**config.mk**
```make
export PLATFORM = sky130hd
export DESIGN_NAME = adc_conv_seq
export DESIGN_NICKNAME = d
export VERILOG_FILES = /design/src/rtl/adc_seq_pkg.sv /design/src/rtl/adc_clk_phase.sv /design/src/rtl/adc_sel_shadow.sv /design/src/rtl/adc_conv_fsm.sv /design/src/rtl/adc_conv_seq.sv
export SDC_FILE = /design/constraint.sdc
export NUM_CORES = 1
export LEC_CHECK = 0
export BUFFER_PORTS_ARGS = -buffer_cell sky130_fd_sc_hd__buf_2
export CORE_MARGIN = 5
export CORE_UTILIZATION = 49
export DETAILED_ROUTE_END_ITERATION = 8
export PLACE_DENSITY_LB_ADDON = 0.3
export SETUP_SLACK_MARGIN = 0.15
export SLEW_MARGIN = 20
export SYNTH_ARGS = -nofsm -noshare
export SYNTH_HDL_FRONTEND = slang
export SYNTH_SLANG_ARGS = --single-unit
```
**constraint.sdc**
```tcl
create_clock -name clk -period 2 [get_ports clk]
set_input_delay 0.2 -clock clk [delete_from_list [all_inputs] [get_ports clk]]
set_output_delay 0.2 -clock clk [all_outputs]
set_load 0.02 [all_outputs]
```
**src/rtl/adc_seq_pkg.sv**
```systemverilog
package adc_seq_pkg;

    // Conversion lengths in ADC clock periods
    localparam int FIRST_CYC   = 25;
    localparam int SHORT_CYC   = 13;
    localparam int LONG_CYC    = 14;
    // Sample-and-hold positions in half ADC periods from the start edge
    localparam int FIRST_SH_HS = 29;
    localparam int SHORT_SH_HS = 3;
    localparam int LONG_SH_HS  = 5;
    // Half-step counter width covers the longest conversion
    localparam int HCNT_W      = $clog2(2 * FIRST_CYC + 1);

    typedef logic [HCNT_W-1:0] hcnt_t;

    typedef enum logic [1:0] {
        ST_IDLE  = 2'd0,
        ST_ARMED = 2'd1,
        ST_CONV  = 2'd2
    } seq_state_e;

    typedef enum logic [1:0] {
        KIND_FIRST = 2'd0,
        KIND_SHORT = 2'd1,
        KIND_LONG  = 2'd2
    } conv_kind_e;

    function automatic hcnt_t kind_len_hs(input conv_kind_e k);
        case (k)
            KIND_FIRST: return hcnt_t'(2 * FIRST_CYC);
            KIND_LONG:  return hcnt_t'(2 * LONG_CYC);
            default:    return hcnt_t'(2 * SHORT_CYC);
        endcase
    endfunction

    function automatic hcnt_t kind_sh_hs(input conv_kind_e k);
        case (k)
            KIND_FIRST: return hcnt_t'(FIRST_SH_HS);
            KIND_LONG:  return hcnt_t'(LONG_SH_HS);
            default:    return hcnt_t'(SHORT_SH_HS);
        endcase
    endfunction

endpackage

```
**src/rtl/adc_clk_phase.sv**
```systemverilog
module adc_clk_phase (
    input  logic clk,
    input  logic rst_n,
    input  logic half_en,
    output logic rise,
    output logic div2
);
    logic lvl;

    assign rise = half_en & ~lvl;

    always_ff @(posedge clk or negedge rst_n) begin
        if (!rst_n) begin
            lvl  <= 1'b0;
            div2 <= 1'b0;
        end else begin
            if (half_en) lvl  <= ~lvl;
            if (rise)    div2 <= ~div2;
        end
    end

    // two rising ADC edges are never adjacent system cycles
    p_rise_spaced_r2: assert property (@(posedge clk) disable iff (!rst_n)
        rise |=> !rise);

    // the half-rate phase only moves on a rising ADC edge
    p_div2_on_rise_r5: assert property (@(posedge clk) disable iff (!rst_n)
        (div2 != $past(div2)) |-> $past(rise));

endmodule

```
**src/rtl/adc_sel_shadow.sv**
```systemverilog
module adc_sel_shadow #(
    parameter int CHAN_W     = 5,
    parameter int REF_W      = 2,
    parameter int SETTLE_CYC = 25
) (
    input  logic              clk,
    input  logic              rst_n,
    input  logic              sel_wr,
    input  logic [CHAN_W-1:0] chan_in,
    input  logic              diff_in,
    input  logic [REF_W-1:0]  ref_in,
    input  logic              lock,
    input  logic              rise,
    output logic              shd_diff,
    output logic [CHAN_W-1:0] app_chan,
    output logic              app_diff,
    output logic [REF_W-1:0]  app_ref,
    output logic              unsettled
);
    localparam int SC_W = $clog2(SETTLE_CYC + 1);

    logic [CHAN_W-1:0] shd_chan;
    logic [REF_W-1:0]  shd_ref;
    logic [SC_W-1:0]   settle_cnt;
    logic              reload;

    // A copy step that moves the reference or lands on a new differential input
    always_comb begin
        reload = !lock && ((shd_ref != app_ref) ||
                 (shd_diff && ((shd_chan != app_chan) || !app_diff)));
    end

    always_ff @(posedge clk or negedge rst_n) begin
        if (!rst_n) begin
            shd_chan <= '0;
            shd_diff <= 1'b0;
            shd_ref  <= '0;
        end else if (sel_wr) begin
            shd_chan <= chan_in;
            shd_diff <= diff_in;
            shd_ref  <= ref_in;
        end
    end

    always_ff @(posedge clk or negedge rst_n) begin
        if (!rst_n) begin
            app_chan <= '0;
            app_diff <= 1'b0;
            app_ref  <= '0;
        end else if (!lock) begin
            app_chan <= shd_chan;
            app_diff <= shd_diff;
            app_ref  <= shd_ref;
        end
    end

    always_ff @(posedge clk or negedge rst_n) begin
        if (!rst_n) begin
            settle_cnt <= '0;
        end else if (reload) begin
            settle_cnt <= SC_W'(SETTLE_CYC);
        end else if (rise && (settle_cnt != '0)) begin
            settle_cnt <= settle_cnt - 1'b1;
        end
    end

    assign unsettled = (settle_cnt != '0);

    // applied selection frozen while locked
    p_frozen_r8: assert property (@(posedge clk) disable iff (!rst_n)
        lock |=> ($stable(app_chan) && $stable(app_diff) && $stable(app_ref)));

    // applied selection takes the shadow when open
    p_follow_r8: assert property (@(posedge clk) disable iff (!rst_n)
        !lock |=> (app_chan == $past(shd_chan) && app_ref == $past(shd_ref)));

    // a reference change always restarts the window
    p_ref_reload_r12: assert property (@(posedge clk) disable iff (!rst_n)
        (app_ref != $past(app_ref)) |-> (settle_cnt == SC_W'(SETTLE_CYC)));

endmodule

```
**src/rtl/adc_conv_fsm.sv**
```systemverilog
module adc_conv_fsm
    import adc_seq_pkg::*;
(
    input  logic clk,
    input  logic rst_n,
    input  logic half_en,
    input  logic rise,
    input  logic div2,
    input  logic adc_en,
    input  logic free_run,
    input  logic start_wr,
    input  logic next_diff,
    output logic busy,
    output logic lock,
    output logic sh_evt,
    output logic done_evt,
    output logic sh_strobe,
    output logic done_strobe
);
    seq_state_e state, state_nx;
    conv_kind_e kind, kind_nx, user_kind, auto_kind;
    hcnt_t      hcnt, hcnt_nx, hnext, len_hs, sh_hs;
    logic       first_pend, first_nx, conv_tick;

    always_comb begin
        len_hs    = kind_len_hs(kind);
        sh_hs     = kind_sh_hs(kind);
        hnext     = hcnt + 1'b1;
        conv_tick = (state == ST_CONV) && half_en;
        sh_evt    = adc_en && conv_tick && (hnext == sh_hs);
        done_evt  = adc_en && conv_tick && (hnext == len_hs);
        user_kind = first_pend ? KIND_FIRST :
                    ((next_diff && div2) ? KIND_LONG : KIND_SHORT);
        auto_kind = next_diff ? KIND_LONG : KIND_SHORT;
    end

    always_comb begin
        state_nx = state;
        kind_nx  = kind;
        hcnt_nx  = hcnt;
        first_nx = first_pend;
        if (!adc_en) begin
            state_nx = ST_IDLE;
            hcnt_nx  = '0;
            first_nx = 1'b1;
        end else begin
            unique case (state)
                ST_IDLE: begin
                    if (start_wr) state_nx = ST_ARMED;
                end
                ST_ARMED: begin
                    if (rise) begin
                        state_nx = ST_CONV;
                        hcnt_nx  = '0;
                        kind_nx  = user_kind;
                        first_nx = 1'b0;
                    end
                end
                ST_CONV: begin
                    if (done_evt) begin
                        hcnt_nx = '0;
                        if (free_run) kind_nx  = auto_kind;
                        else          state_nx = ST_IDLE;
                    end else if (half_en) begin
                        hcnt_nx = hnext;
                    end
                end
                default: state_nx = ST_IDLE;
            endcase
        end
    end

    // State register
    always_ff @(posedge clk or negedge rst_n) begin
        if (!rst_n) begin
            state      <= ST_IDLE;
            kind       <= KIND_FIRST;
            hcnt       <= '0;
            first_pend <= 1'b1;
        end else begin
            state      <= state_nx;
            kind       <= kind_nx;
            hcnt       <= hcnt_nx;
            first_pend <= first_nx;
        end
    end

    // Output register
    always_ff @(posedge clk or negedge rst_n) begin
        if (!rst_n) begin
            sh_strobe   <= 1'b0;
            done_strobe <= 1'b0;
        end else begin
            sh_strobe   <= sh_evt;
            done_strobe <= done_evt;
        end
    end

    assign busy = (state != ST_IDLE);
    assign lock = (state == ST_CONV) && (hcnt < (len_hs - hcnt_t'(2)));

    // busy only rises after a start write
    p_busy_from_write_r2: assert property (@(posedge clk) disable iff (!rst_n)
        $rose(busy) |-> $past(start_wr));

    // sample strobe only inside a conversion
    p_sh_inside_r4: assert property (@(posedge clk) disable iff (!rst_n)
        sh_strobe |-> busy);

    // sample and completion never coincide
    p_no_overlap_r6: assert property (@(posedge clk) disable iff (!rst_n)
        !(sh_strobe && done_strobe));

    // a start write in mid-conversion does not restart the count
    p_start_ignored_r7: assert property (@(posedge clk) disable iff (!rst_n)
        (state == ST_CONV && start_wr && adc_en && !done_evt)
        |=> (state == ST_CONV && hcnt >= $past(hcnt)));

    // selection is open again by the completion edge
    p_open_at_done_r9: assert property (@(posedge clk) disable iff (!rst_n)
        done_evt |-> !lock);

endmodule

```
**src/rtl/adc_conv_seq.sv**
```systemverilog
module adc_conv_seq
    import adc_seq_pkg::*;
#(
    parameter int CHAN_W      = 5,
    parameter int REF_W       = 2,
    parameter int RES_W       = 10,
    parameter int ADC_CLK_KHZ = 200,
    parameter int SETTLE_US   = 125
) (
    input  logic              clk,
    input  logic              rst_n,
    input  logic              half_en,
    input  logic              adc_en,
    input  logic              free_run,
    input  logic              start_wr,
    input  logic              flag_clr_wr,
    input  logic              sel_wr,
    input  logic [CHAN_W-1:0] sel_chan_in,
    input  logic              sel_diff_in,
    input  logic [REF_W-1:0]  sel_ref_in,
    input  logic [RES_W-1:0]  res_in,
    output logic              busy,
    output logic              sh_strobe,
    output logic              done_strobe,
    output logic              done_flag,
    output logic [RES_W-1:0]  result,
    output logic              result_unsettled,
    output logic [CHAN_W-1:0] app_chan,
    output logic              app_diff,
    output logic [REF_W-1:0]  app_ref
);
    localparam int SETTLE_CYC = (ADC_CLK_KHZ * SETTLE_US + 999) / 1000;

    logic rise, div2, lock, shd_diff, unsettled, sh_evt, done_evt;

    adc_clk_phase u_phase (
        .clk     (clk),
        .rst_n   (rst_n),
        .half_en (half_en),
        .rise    (rise),
        .div2    (div2)
    );

    adc_sel_shadow #(
        .CHAN_W     (CHAN_W),
        .REF_W      (REF_W),
        .SETTLE_CYC (SETTLE_CYC)
    ) u_sel (
        .clk       (clk),
        .rst_n     (rst_n),
        .sel_wr    (sel_wr),
        .chan_in   (sel_chan_in),
        .diff_in   (sel_diff_in),
        .ref_in    (sel_ref_in),
        .lock      (lock),
        .rise      (rise),
        .shd_diff  (shd_diff),
        .app_chan  (app_chan),
        .app_diff  (app_diff),
        .app_ref   (app_ref),
        .unsettled (unsettled)
    );

    adc_conv_fsm u_fsm (
        .clk         (clk),
        .rst_n       (rst_n),
        .half_en     (half_en),
        .rise        (rise),
        .div2        (div2),
        .adc_en      (adc_en),
        .free_run    (free_run),
        .start_wr    (start_wr),
        .next_diff   (shd_diff),
        .busy        (busy),
        .lock        (lock),
        .sh_evt      (sh_evt),
        .done_evt    (done_evt),
        .sh_strobe   (sh_strobe),
        .done_strobe (done_strobe)
    );

    always_ff @(posedge clk or negedge rst_n) begin
        if (!rst_n) begin
            done_flag        <= 1'b0;
            result           <= '0;
            result_unsettled <= 1'b0;
        end else begin
            if (done_evt) begin
                done_flag        <= 1'b1;
                result           <= res_in;
                result_unsettled <= unsettled;
            end else if (flag_clr_wr) begin
                done_flag <= 1'b0;
            end
        end
    end

    // flag stays set until cleared
    p_flag_sticky_r10: assert property (@(posedge clk) disable iff (!rst_n)
        (done_flag && !flag_clr_wr) |=> done_flag);

    // completion strobe always shows with the flag
    p_flag_with_strobe_r10: assert property (@(posedge clk) disable iff (!rst_n)
        done_strobe |-> done_flag);

    // result moves only with a completion
    p_result_on_done_r11: assert property (@(posedge clk) disable iff (!rst_n)
        (result != $past(result)) |-> done_strobe);

endmodule

```
* Yosys cells after proc, flatten, opt, wreduce, memory -nomap -nowiden *
Index checks and enable logic that the tools add are counted.

storage, ports and cells
  memories kept = 0
  RAM bits = 0
  memory bits (read-only) = 0
  output and inout bits = 23
  latch bits = 0
  word-level logic and storage cells = 94
  input bits = 26
  register bits after elaboration = 48

cells by class
  div/mod/pow operators = 0
  reductions and logical operators = 24
  bitwise logic cells = 3
  add/sub/neg operators = 3
  shift operators = 0
  equality and inequality tests = 18
  multiplexer cells = 27
  multiply operators = 0
  magnitude comparators = 1

operators by type and width
  kind                                                                 count
  6-bit 2-to-1 mux                                                     4
  6-bit one-hot mux with 2 select lines                                2
  2-bit 2-to-1 mux                                                     11
  5-bit 2-to-1 mux                                                     2
  5-bit one-hot mux with 2 select lines                                1
  1-bit logical AND                                                    9
  3-bit != test (second input constant)                                3
  2-bit nonzero test                                                   4
  6-bit by 1-bit adder with 6-bit output (second input constant)       1
  6-bit by 5-bit equality test with 1-bit output                       1
  6-bit equality test                                                  1
  6-bit less-than comparator                                           1
  2-bit by 1-bit != test with 1-bit output (second input constant)     3
  2-bit one-hot mux with 3 select lines                                1
  6-bit by 2-bit subtractor with 6-bit output (second input constant)  1
  1-bit 2-to-1 mux                                                     5
  5-bit != test                                                        1
  5-bit AND reduction                                                  1
  5-bit nonzero test                                                   1
  5-bit by 1-bit subtractor with 5-bit output (second input constant)  1
  2-bit equality test (second input constant)                          2
  2-bit logical NOT                                                    2
  2-bit != test (second input constant)                                2
  4-bit by 3-bit != test with 1-bit output (second input constant)     1
  12 further kinds                                                     15

* Longest topological paths before layout *
  depth after elaboration = 8
  gate-level depth with buffers = 8
  depth with buffers taken out = 7

* By module *
From an unflattened synthesis, not the netlist that was laid out.

second synthesis, totals
  cell total of the unflattened synthesis = 199
  area total of the unflattened synthesis = 2381.0 sq um

modules (own cells, without submodules)
  module          sequential area each (sq um)  area an instance (sq um)  cells each  times used
  adc_sel_shadow  525.5                         922.1                     72          1
  adc_conv_fsm    326.6                         888.4                     96          1
  adc_conv_seq    300.3                         481.7                     26          1
  adc_clk_phase   50.0                          88.8                      5           1

* Worst setup path before layout *
OpenSTA, ideal clock, no wires.

  path kind = register to register
  start point = register u_fsm.hcnt[0]
  end point = register result[8]
  data required time = 1.875 ns
  setup time = 0.125 ns
  period minus slack after synthesis = 1.947 ns
  cell stages (with the launch flop) = 8
  path buffers = 1
  setup slack = 0.053 ns
  arrival = 1.822 ns
  path through = dfrtp_1 ha_1 nand3_1 xor2_1 nor3b_2 nand4_4 buf_6 mux2_4

between the ends
  word-level cells in the longest chain between the ends = 3

ends and longest elaborated chain
  element                                 RTL line            RTL
  from (decl)                             adc_conv_fsm.sv:22  hcnt_t hcnt, hcnt_nx, hnext, len_hs, sh_hs;
  from (signal assigned)                  adc_conv_fsm.sv:83  hcnt <= hcnt_nx;
  6-bit by 1-bit adder with 6-bit output  adc_conv_fsm.sv:28  hnext = hcnt + 1'b1;
  6-bit equality test                     adc_conv_fsm.sv:31  done_evt = adc_en && conv_tick && (hnext == len_hs);
  1-bit logical AND                       adc_conv_fsm.sv:31
  to (signal assigned)                    adc_conv_seq.sv:90  result <= res_in;
  to (decl)                               adc_conv_seq.sv:26  output logic [RES_W-1:0] result,

No other way between the ends.
A chain may end at the register's enable or synchronous reset.

* Worst setup path after layout *
  start point = register u_fsm.hcnt[0]
  end point = register result[1]

Same word-level chain as after synthesis.

==> impl_metrics.csv <==
group,metric,value,unit
outcome,status,"completed",
synth,yosys_warnings,0,
clocking,clkTransAtPathRegs,0.09,ns
clocking,htreeDepth,2,
clocking,clk_latency,0.30,ns
global_routing,grt_pass1_wl,7838,µm
cells_and_area,drive_above_1_share,0.4647,
pwr,p_per_area,798.1,mW/mm²
pwr,switchingPower,766.4,µW
critical_path,critPathSlowestCell,"dfrtp_2",
floorplanning,start_util,0.5074,
floorplanning,fp-row-count,25,
critical_path,crit_family,"flip-flops",
placement,post-place-ws,0.03729,ns
critical_path,max_stage_delay,0.44,ns
cells_and_area,layout_common_cells,"48 x buf_2, 44 x dfrtp_1, 23 x mux2_2",
route,drc,0,
sta,finalHoldViolCount,0,
cells_and_area,final_core_util,0.6458,
floorplanning,dieArea,0.006426,mm²
floorplanning,io_pins,49,
global_routing,grt_pass1_vias,1706,
route,vias,1706,
floorplanning,die_h,80.17,µm
floorplanning,core_area,0.004755,mm²
synth,synthCells,205,
global_routing,grt_max_degree,26,
sta,setup_viol,0,
pwr,sequentialPowerShare,0.469,
synth,ys.flop_type,"dfrtp_1",
run,drv_cap,0,
sta,worst_pin_slew,0.5510,ns
critical_path,crit_arrival,2.03,ns
sta,slew_viol_final,0,
clocking,numCtsBuffers,5,
critical_path,cp.required,2.19,ns
synth,async_flop_share,1.000,
synth,synth_top_area_cell,"dfrtp_1",
pwr,finalPower,2450,µW
clocking,cts.sinks,48,
pwr,vdd_drop_max,0.6170,mV
sta,fin_ws,0.1593,ns
placement,dpl_cell_area,0.002816,mm²
cells_and_area,syn2layout_area_growth,27.28,%
pwr,leakagePower,0.001496,µW
placement,port_buffers,48,
pwr,swShare,0.3128,
route,drt-total-wl,4665,µm
pwr,internal_power,1684,µW
cells_and_area,final_area,0.003070,mm²
global_routing,grt_use_total,0.1550,
global_routing,antenna_found_initial,0,
cells_and_area,diodes,0,
cells_and_area,nets,301,
synth,synth_nets,238,
placement,dp_hpwl,3405,µm
synth,synth_area_leaders,"dfrtp_1 49%, mux2_2 11%, ha_1 3.6%",
critical_path,path_buf_inv,1,
synth,syn_area_per_cell,11.77,µm²
critical_path,cp-end-kind,"flip-flop",
sta,setup_tns,0,ns
route,avgRoutedWirePerCell,13.88,µm
clocking,cts-root-buf,"clkbuf_8",
cells_and_area,layout_commonest_cell,"buf_2",
route,vias_per_cell,5.077,
pwr,p_clk_frac,0.252,
critical_path,crit_chain,"ha_4 -> xnor2_2 -> and2_1 -> a21o_1 -> nand4_4 -> buf_12 -> mux2_2",
sta,relSlewSlack,0.6326,
global_routing,grt_overflow,0,
route,drt_iter0_drc,68,
synth,ys_seq_elements,48,
placement,place_congestion,0.8367,
synth,ys_types,49,
critical_path,critPathKind,"reg2reg",
synth,synth_area,0.002412,mm²
clocking,clockBufferDepth,2,
clocking,cts_tree,"built",
synth,ys_seq_area_frac,0.4984,
floorplanning,fp.dieW,80.17,µm
critical_path,cp-start-kind,"flip-flop",
hold_path,hold_class,"in2reg",
sta,grt_setup_unrepaired,"true",
synth,synth_edf_count,0,
critical_path,crit_fanout,13,
synth,synth_top_area_frac,0.4876,
route,drtPass1Iterations,4,
sta,timing.fmax,543.3,MHz
pwr,p_comb_frac,0.278,
sta,fin_worst_skew,0.006441,ns
route,antenna_left,0,
sta,timing.final.crit_share,0.9204,
sta,layout_min_cycle_time,1.841,ns
-- cells by family after synthesis --
logic type,synth area share
AND/OR/NAND/NOR,0.1468
flip-flops,0.4984
multiplexers,0.1385
AO/OA/AOI/OAI,0.07157
XOR/XNOR,0.07417
buffers and inverters,0.03112
adder cells (fa/ha/maj),0.03631
other,0.003113
-- worst register-to-register path, delay by kind of cell (launching register included) --
kind,cells,cell delay (ns)
DFF,1,0.44
buffers and inverters,1,0.15
xor gates and xnor gates,1,0.14
and+or+nand+nor,2,0.27
AOI/OAI and AO/OA,1,0.21
adders and majority gates,1,0.19
muxes,1,0.34
-- final timing paths --
kind,startpoint,endpoint,slack (ns),cells after the start
setup reg to reg,u_fsm.hcnt[0],result[1],0.16,7
setup / recovery,u_fsm.hcnt[0],result[1],0.16,7
hold / removal,flag_clr_wr,done_flag,0.08,2
hold reg to reg,u_phase.div2,u_phase.div2,0.49,1
max in group asynchronous,rst_n,u_fsm.first_pend,0.96,3
min in group asynchronous,rst_n,result[6],0.45,2
-- routing by layer --
metal / vias up / share of wire / global-route usage
met5: - / 0 / 0
met4: 0 / 0.013 / 0.04054
met3: 7 / 0.050 / 0.03812
met2: 34 / 0.49 / 0.2558
met1: 825 / 0.44 / 0.2033
li1: 840 / - / -
-- registers in the layout (all words and copies together), names as in the netlist, 2 cells and up --
signal	count
result	10
u_fsm.hcnt	6
u_sel.app_chan	5
u_sel.settle_cnt	5
u_sel.shd_chan	5
u_fsm.kind	2
u_fsm.state	2
u_sel.app_ref	2
u_sel.shd_ref	2
-- power groups by stage --
stage | Sequential, µW | Clock [µW] | Combinational [µW]
floorplan | 1180 | 0 | 401
global placement | 1160 | 0 | 607
detailed placement | 1160 | 0 | 611
CTS | 1150 | 641 | 620
global route | 1170 | 669 | 747
finish | 1150 | 619 | 682
-- timing repair --
item	4_1_cts	5_1_grt
hold buffers	1	0
endpoints found under the setup margin	20	32
buffers inserted	4	1
resized for setup	7	18
hold endpoints to repair	24	0
pin swaps	3	5
-- cell usage after synthesis, types with 5 or more instances --
master   number
o21ai_0      11
and2_1        5
xnor2_1       7
mux2_2       23
a21oi_1       6
dfrtp_1      47
nand3_1       6
nand2_1      13
inv_1        10
ha_1          7
xor2_1        9
-- through the flow --
stage               hold slack, ns  cells
floorplan                 -0.09559    205
global placement            0.2218    322
detailed placement          0.2167    322
CTS                        0.07236    335
global route               0.08769    336
finish                     0.07775    336
-- final cells by class --
class                           instances  area, µm²
Clock buffer                            6      82.58
Clock inverter                          2      13.76
Fill cell                             390       1684
Inverter                               10      37.54
Multi-Input combinational cell        141       1257
Sequential cell                        48       1206
Tap cell                               67      83.83
Timing Repair Buffer                   62      389.1
Power figures use the tool's default switching activity.
